<file path="config.mk">
export PLATFORM = sky130hd
export DESIGN_NAME = vbus_attach_debounce
export DESIGN_NICKNAME = d
export VERILOG_FILES = /design/src/rtl/vbd_pkg.sv /design/src/rtl/vbd_sync.sv /design/src/rtl/vbd_debounce.sv /design/src/rtl/vbd_flag.sv /design/src/rtl/vbus_attach_debounce.sv
export SDC_FILE = /design/constraint.sdc
export NUM_CORES = 1
export LEC_CHECK = 0
export CAP_MARGIN = 30
export CORE_MARGIN = 8
export CORE_UTILIZATION = 36
export CTS_BUF_LIST = sky130_fd_sc_hd__clkbuf_8
export CTS_CLUSTER_SIZE = 24
export DETAILED_ROUTE_END_ITERATION = 10
export PLACE_DENSITY = 0.53
export SLEW_MARGIN = 20
export SYNTH_ARGS = -nofsm -noshare
export SYNTH_HDL_FRONTEND = slang
export SYNTH_SLANG_ARGS = --single-unit
</file>
<file path="constraint.sdc">
create_clock -name clk -period 1.5 [get_ports clk]
set_input_delay 0.3 -clock clk [delete_from_list [all_inputs] [get_ports clk]]
set_output_delay 0.3 -clock clk [all_outputs]
set_load 0.05 [all_outputs]
</file>
<file path="src/rtl/vbd_pkg.sv">
package vbd_pkg;

  localparam logic [2:0] THR_RESET = 3'b011;

  typedef struct packed {
    logic [1:0] attach_db;
    logic [1:0] ovp_db;
    logic [2:0] thr_hi;
    logic [2:0] thr_lo;
  } vbd_cfg_t;

  // hold time in real-time ticks for an attach code
  function automatic int unsigned attach_ticks(input logic [1:0] code,
                                               input int unsigned step_ms,
                                               input int unsigned ticks_per_ms);
    return int'(code) * step_ms * ticks_per_ms;
  endfunction

  // hold time in real-time ticks for an over-voltage code
  function automatic int unsigned ovp_ticks(input logic [1:0] code);
    return (code == 2'd0) ? 0 : (1 << int'(code));
  endfunction

endpackage

</file>
<file path="src/rtl/vbd_sync.sv">
module vbd_sync #(
  parameter int W      = 3,
  parameter int STAGES = 2
) (
  input  logic         clk,
  input  logic         rst_n,
  input  logic [W-1:0] d,
  output logic [W-1:0] q
);

  logic [W-1:0] stage_q [STAGES];
  logic [W-1:0] stage_d [STAGES];

  for (genvar s = 0; s < STAGES; s++) begin : g_stage
    if (s == 0) begin : g_first
      always_comb stage_d[s] = d;
    end else begin : g_rest
      always_comb stage_d[s] = stage_q[s-1];
    end

    always_ff @(posedge clk or negedge rst_n) begin
      if (!rst_n) stage_q[s] <= '0;
      else        stage_q[s] <= stage_d[s];
    end
  end

  assign q = stage_q[STAGES-1];

endmodule

</file>
<file path="src/rtl/vbd_debounce.sv">
module vbd_debounce #(
  parameter int CW = 10
) (
  input  logic          clk,
  input  logic          rst_n,
  input  logic          tick,
  input  logic          qual,
  input  logic [CW-1:0] target,
  output logic          done
);

  logic [CW-1:0] cnt_q;
  logic [CW-1:0] cnt_d;
  logic          cnt_en;

  always_comb begin
    cnt_en = tick && (cnt_q < target);
    if (!qual)       cnt_d = '0;
    else if (cnt_en) cnt_d = cnt_q + 1'b1;
    else             cnt_d = cnt_q;
  end

  always_ff @(posedge clk or negedge rst_n) begin
    if (!rst_n) cnt_q <= '0;
    else        cnt_q <= cnt_d;
  end

  assign done = qual && (cnt_q >= target);

  // a dropped qualifier leaves the timer at zero
  a_r7_restart: assert property (@(posedge clk) disable iff (!rst_n)
    !qual |=> (cnt_q == '0));

  // no progress without a tick
  a_r10_tick_only: assert property (@(posedge clk) disable iff (!rst_n)
    (qual && !tick) |=> $stable(cnt_q));

endmodule

</file>
<file path="src/rtl/vbd_flag.sv">
module vbd_flag (
  input  logic clk,
  input  logic rst_n,
  input  logic set,
  input  logic clr,
  output logic flag
);

  logic flag_d;

  always_comb begin
    if (set)      flag_d = 1'b1;
    else if (clr) flag_d = 1'b0;
    else          flag_d = flag;
  end

  always_ff @(posedge clk or negedge rst_n) begin
    if (!rst_n) flag <= 1'b0;
    else        flag <= flag_d;
  end

  // a new event beats a simultaneous clear
  a_r8_set_wins: assert property (@(posedge clk) disable iff (!rst_n)
    set |=> flag);

  // a clear alone empties the flag
  a_r8_clear: assert property (@(posedge clk) disable iff (!rst_n)
    (clr && !set) |=> !flag);

endmodule

</file>
<file path="src/rtl/vbus_attach_debounce.sv">
module vbus_attach_debounce #(
  parameter int TICKS_PER_MS   = 33,
  parameter int ATTACH_STEP_MS = 10,
  parameter int OVP_MAX_TICKS  = 8,
  parameter int SYNC_STAGES    = 2
) (
  input  logic       clk,
  input  logic       rst_n,
  input  logic       rtc_tick,
  input  logic       cmp_hi_raw,
  input  logic       cmp_lo_raw,
  input  logic       cmp_ovp_raw,
  input  logic       cfg_we,
  input  logic [1:0] cfg_attach_db,
  input  logic [1:0] cfg_ovp_db,
  input  logic [2:0] cfg_thr_hi,
  input  logic [2:0] cfg_thr_lo,
  input  logic       clr_det_irq,
  input  logic       clr_ovp_irq,
  output logic       det_status,
  output logic       det_irq,
  output logic       ovp_irq,
  output logic [2:0] thr_hi_code,
  output logic [2:0] thr_lo_code
);

  import vbd_pkg::*;

  localparam int ATT_MAX = 3 * ATTACH_STEP_MS * TICKS_PER_MS;
  localparam int ACW     = $clog2(ATT_MAX + 1);
  localparam int OCW     = $clog2(OVP_MAX_TICKS + 1);
  localparam int NCMP    = 3;

  // reset: asynchronous assert, synchronous release
  logic [1:0] rst_pipe_q;
  logic       rst_i;

  always_ff @(posedge clk or negedge rst_n) begin
    if (!rst_n) rst_pipe_q <= 2'b00;
    else        rst_pipe_q <= {rst_pipe_q[0], 1'b1};
  end
  assign rst_i = rst_pipe_q[1];

  // comparator synchronizer
  logic [NCMP-1:0] cmp_s;
  logic            hi_s, lo_s, ovp_s;

  vbd_sync #(.W(NCMP), .STAGES(SYNC_STAGES)) u_sync (
    .clk   (clk),
    .rst_n (rst_i),
    .d     ({cmp_ovp_raw, cmp_lo_raw, cmp_hi_raw}),
    .q     (cmp_s)
  );
  assign hi_s  = cmp_s[0];
  assign lo_s  = cmp_s[1];
  assign ovp_s = cmp_s[2];

  // configuration registers
  vbd_cfg_t cfg_q, cfg_d;

  always_comb begin
    cfg_d = cfg_q;
    if (cfg_we) begin
      cfg_d.attach_db = cfg_attach_db;
      cfg_d.ovp_db    = cfg_ovp_db;
      cfg_d.thr_hi    = cfg_thr_hi;
      cfg_d.thr_lo    = cfg_thr_lo;
    end
  end

  always_ff @(posedge clk or negedge rst_i) begin
    if (!rst_i) begin
      cfg_q.attach_db <= 2'b00;
      cfg_q.ovp_db    <= 2'b00;
      cfg_q.thr_hi    <= THR_RESET;
      cfg_q.thr_lo    <= THR_RESET;
    end else begin
      cfg_q <= cfg_d;
    end
  end

  assign thr_hi_code = cfg_q.thr_hi;
  assign thr_lo_code = cfg_q.thr_lo;

  // debounce targets
  logic [ACW-1:0] att_target;
  logic [OCW-1:0] ovp_target;

  always_comb begin
    att_target = ACW'(attach_ticks(cfg_q.attach_db, ATTACH_STEP_MS, TICKS_PER_MS));
    ovp_target = OCW'(ovp_ticks(cfg_q.ovp_db));
  end

  // attach path
  logic status_q, status_d;
  logic att_qual, att_done;
  logic rise_evt, fall_evt;

  assign att_qual = hi_s && !status_q;

  vbd_debounce #(.CW(ACW)) u_att_db (
    .clk    (clk),
    .rst_n  (rst_i),
    .tick   (rtc_tick),
    .qual   (att_qual),
    .target (att_target),
    .done   (att_done)
  );

  always_comb begin
    rise_evt = att_done;
    fall_evt = status_q && !lo_s;
    status_d = status_q;
    if (rise_evt)      status_d = 1'b1;
    else if (fall_evt) status_d = 1'b0;
  end

  always_ff @(posedge clk or negedge rst_i) begin
    if (!rst_i) status_q <= 1'b0;
    else        status_q <= status_d;
  end

  assign det_status = status_q;

  // over-voltage path
  logic ovp_hold_q, ovp_hold_d;
  logic ovp_qual, ovp_done, attached;

  assign attached = hi_s || status_q;
  assign ovp_qual = ovp_s && attached && !ovp_hold_q;

  vbd_debounce #(.CW(OCW)) u_ovp_db (
    .clk    (clk),
    .rst_n  (rst_i),
    .tick   (rtc_tick),
    .qual   (ovp_qual),
    .target (ovp_target),
    .done   (ovp_done)
  );

  always_comb begin
    ovp_hold_d = ovp_hold_q;
    if (!ovp_s)        ovp_hold_d = 1'b0;
    else if (ovp_done) ovp_hold_d = 1'b1;
  end

  always_ff @(posedge clk or negedge rst_i) begin
    if (!rst_i) ovp_hold_q <= 1'b0;
    else        ovp_hold_q <= ovp_hold_d;
  end

  // sticky interrupt flags
  logic [1:0] flag_set, flag_clr, flag_q;

  assign flag_set = {ovp_done, rise_evt || fall_evt};
  assign flag_clr = {clr_ovp_irq, clr_det_irq};

  for (genvar f = 0; f < 2; f++) begin : g_flag
    vbd_flag u_flag (
      .clk   (clk),
      .rst_n (rst_i),
      .set   (flag_set[f]),
      .clr   (flag_clr[f]),
      .flag  (flag_q[f])
    );
  end

  assign det_irq = flag_q[0];
  assign ovp_irq = flag_q[1];

  // release takes effect on the next edge and raises the flag
  a_r3_fast_release: assert property (@(posedge clk) disable iff (!rst_i)
    (status_q && !lo_s) |=> (!status_q && det_irq));

  // a rise follows a high sample and comes with the flag
  a_r2_rise_flag: assert property (@(posedge clk) disable iff (!rst_i)
    $rose(status_q) |-> ($past(hi_s) && det_irq));

  // over-voltage flag only when attached
  a_r5_ovp_attached: assert property (@(posedge clk) disable iff (!rst_i)
    $rose(ovp_irq) |-> $past(attached));

  // threshold codes move only on a write
  a_r6_thr_hold: assert property (@(posedge clk) disable iff (!rst_i)
    !cfg_we |=> ($stable(thr_hi_code) && $stable(thr_lo_code)));

endmodule

</file>
==> flow_metrics.py <==
metrics = {
    "timing": {
        "setup_slack_ns": -0.414,
        "fin_hold_ws_ns": 0.176,
        "finalCritPeriodShare_pct": 128,
        "period_needed_ns": 1.91,
        "drv_slew": 0,
        "fin_tns_setup_ns": -4.05,
        "rsz0062_at_grt": "yes",
        "fmax_mhz": 523,
        "fin_skew_ns": 0.00430,
        "hold_viol": 0,
        "worst_pin_slew_ns": 0.505,
        "maxSlewHeadroom_pct": 66.3,
        "setup_violations": 18,
    },
    "clocking": {
        "cts.sinks": 36,
        "clockBufferDepth": 2,
        "cts_made_buffers": 5,
        "clockRootBuffer": "clkbuf_8",
        "cts_max_level": 2,
        "clkLatencyLatePin_ns": 0.28,
        "hold_buffers": 0,
        "cts.reportedPaths.clkPinSlew_ns": 0.07,
        "cts_tree": "yes",
    },
    "setup_path": {
        "crit_family": "simple AND/OR/NAND/NOR gates",
        "path_buf_inv": 2,
        "crit_slowest_cell": "or4_4",
        "worstSetupStartpointType": "flip-flop",
        "slowest_delay_ns": 0.48,
        "arrival_ns": 2.12,
        "crit_type": "reg2reg",
        "cp_data_required_time_ns": 1.70,
        "crit_chain": "inv_4, ha_4, a21oi_4, o211ai_4, buf_4, or4_4, a21oi_1",
        "cp_max_fo": 5,
        "worstSetupEndpointType": "flip-flop",
    },
    "grt": {
        "use_met1_pct": 14.6,
        "grt_pass1_wl_mm": 7.53,
        "use_met2_pct": 21.4,
        "grt_max_degree": 26,
        "grt-ovfl-total": 0,
        "busiest_layer": "met2",
        "grtUsageTotal_pct": 12.8,
        "first_global_vias": 1650,
        "antenna_found_initial": 0,
        "gr-usage-met3_pct": 4.34,
    },
    "final_layout": {
        "multi_input_area_sq_mm": 0.00101,
        "nNetsFinal": 266,
        "fillCellCount": 452,
        "syn_to_final_growth_pct": 57.6,
        "fin_cells": 305,
        "layout_commonest_cell": "buf_4",
        "drive_gt1_share_pct": 45.1,
        "seq_area_sq_um": 907,
        "antennaDiodeCount": 0,
        "mostFrequentLayoutCells": "buf_4, dfrtp_1, clkdlybuf4s50_1",
        "layout.core_utilization_pct": 57.7,
    },
    "detailed_routing": {
        "route.detailed.wl_per_inst_um": 14.8,
        "viasPerCell": 4.87,
        "dr.pass1.iters": 4,
        "drt-total-wl_mm": 4.51,
        "drt-initial-drc-count": 34,
        "drc": 0,
        "vias": 1486,
        "ant_nets": 0,
    },
    "synthesis": {
        "syn-cell-area_sq_mm": 0.00183,
        "avgSynthCellArea_sq_um": 11.0,
        "ys_seq_area_share_pct": 49.4,
        "ys.warnings.count": 0,
        "syn_nets": 199,
        "ys_seq_elements": 36,
        "ys_types": 35,
        "syn_inst": 167,
    },
    "place": {
        "port_buffers": 27,
        "hpwl_mm": 3.21,
        "place_congestion": 0.794,
        "placedCellCount": 291,
    },
    "pwr": {
        "power_density_mw_per_mm2": 858,
        "p_leak_nw": 1.26,
        "finalPower_mw": 2.48,
        "peakVddDrop_mv": 0.520,
    },
    "job": {
        "drv_cap": 0,
    },
    "floorplan": {
        "die_area_sq_mm": 0.00763,
        "die_y_um": 87.4,
        "die_w_um": 87.4,
        "core_sq_mm": 0.00501,
        "ios": 28,
        "rows": 26,
        "start_util_pct": 36.6,
    },
    "worst_hold_path": {
        "hp-class": "in2async",
    },
    "run_status": {
        "violations": "negative setup slack",
        "status": "finished, violations left",
    },
}
cell families (layout without fill, tap and decap cells):
kind of cell               count (synthesis)  in the layout  share of synthesized area, %
and+or+nand+nor                           47             47                          13.9
AOI/OAI and AO/OA                         39             39                          15.4
DFF                                       36             36                          49.4
buffers and inverters                     20             88                          5.80
adders and majority gates                 13             13                          8.87
muxes                                      9              9                          5.46
xor gates and xnor gates                   2              2                         0.956
other                                      1              1                         0.205
final cells by class:
type,count,area share (%)
Clock buffer,5,2.38
Clock inverter,3,1.34
Inverter,10,1.39
Multi-Input combinational cell,111,35.0
Sequential cell,36,31.4
Tap cell,70,3.03
Timing Repair Buffer,70,25.4
Yosys cell counts (all sizes together):
master  instances  share of area (%)
inv            10                2.0
or3             4                1.4
xor2            2               0.96
o211a           1               0.55
nor2            5                1.0
a31oi           3                1.0
nor2b           3                1.0
or2             1               0.34
mux2i           1               0.55
dfrtp          32                 44
nand4           3                1.0
and4            1               0.48
a21oi          11                4.2
clkbuf          1               0.20
nand2          13                2.7
nand2b          3                1.0
o211ai          4                2.4
o31ai           7                2.9
a21o            4                1.6
or4             7                2.9
ha             13                8.9
buf             9                3.5
dfstp           4                5.7
mux2            8                4.9
o221ai          1               0.48
nand4b          1               0.48
o21ai           8                2.2
nand3           6                1.6
conb            1               0.20
metal layers:
metal | wire [um] | up-vias
li1 | - | 732
met1 | 1970 | 719
met2 | 2280 | 29
met3 | 193 | 6
met4 | 54 | 0
met5 | 0 | -
through the flow:
step / area [sq um] / worst slack, ns
floorplan: 1910 / -0.278
global placement: 2590 / -0.329
detailed placement: 2590 / -0.384
CTS: 2800 / -0.382
global route: 2890 / -0.511
finish: 2890 / -0.414
worst register-to-register path, delay by kind of cell (launching register included):
family,cells,cell delay (ns)
compound gates,3,0.45
fa+ha+maj,1,0.23
simple gates,1,0.48
buf+inv,2,0.29
flops,1,0.40
report_power, final:
group | total, mW | internal (mW) | leakage, nW | switching (mW)
registers | 1.09 | 1.04 | 0.452 | 0.0547
clock network | 0.825 | 0.486 | 0.0593 | 0.339
logic | 0.564 | 0.303 | 0.747 | 0.261
path summary, 6_finish.rpt:
check | depth (start not counted) | startpoint | slack [ns] | endpoint
setup / recovery | 7 | cfg_q[9] | -0.41 | u_att_db.cnt_q[3]
hold / removal | 1 | rst_n | 0.18 | rst_pipe_q[0]
setup reg to reg | 7 | cfg_q[9] | -0.41 | u_att_db.cnt_q[3]
hold reg to reg | 0 | rst_pipe_q[1] | 0.21 | u_att_db.cnt_q[5]
max in group asynchronous | 1 | rst_pipe_q[1] | 0.71 | thr_lo_code[0]
min in group clk | 0 | u_sync.stage_d[2] | 0.35 | u_sync.q[2]
repair_timing:
action	CTS	global route
buffers inserted	4	0
pin swaps	9	5
hold endpoints to repair	0	0
resized for setup	16	22
setup endpoints to repair	18	18
gates cloned	2	0
flip-flops by register name, summed over array words and instances, names as in the netlist, 2 cells and up:
register	flops
u_sync.stage_d	3
g_flag.u_flag.flag	2
thr_hi_code	3
u_sync.q	3
rst_pipe_q	2
thr_lo_code	3
u_att_db.cnt_q	10
cfg_q	4
u_ovp_db.cnt_q	4
Power figures use the tool's default switching activity.
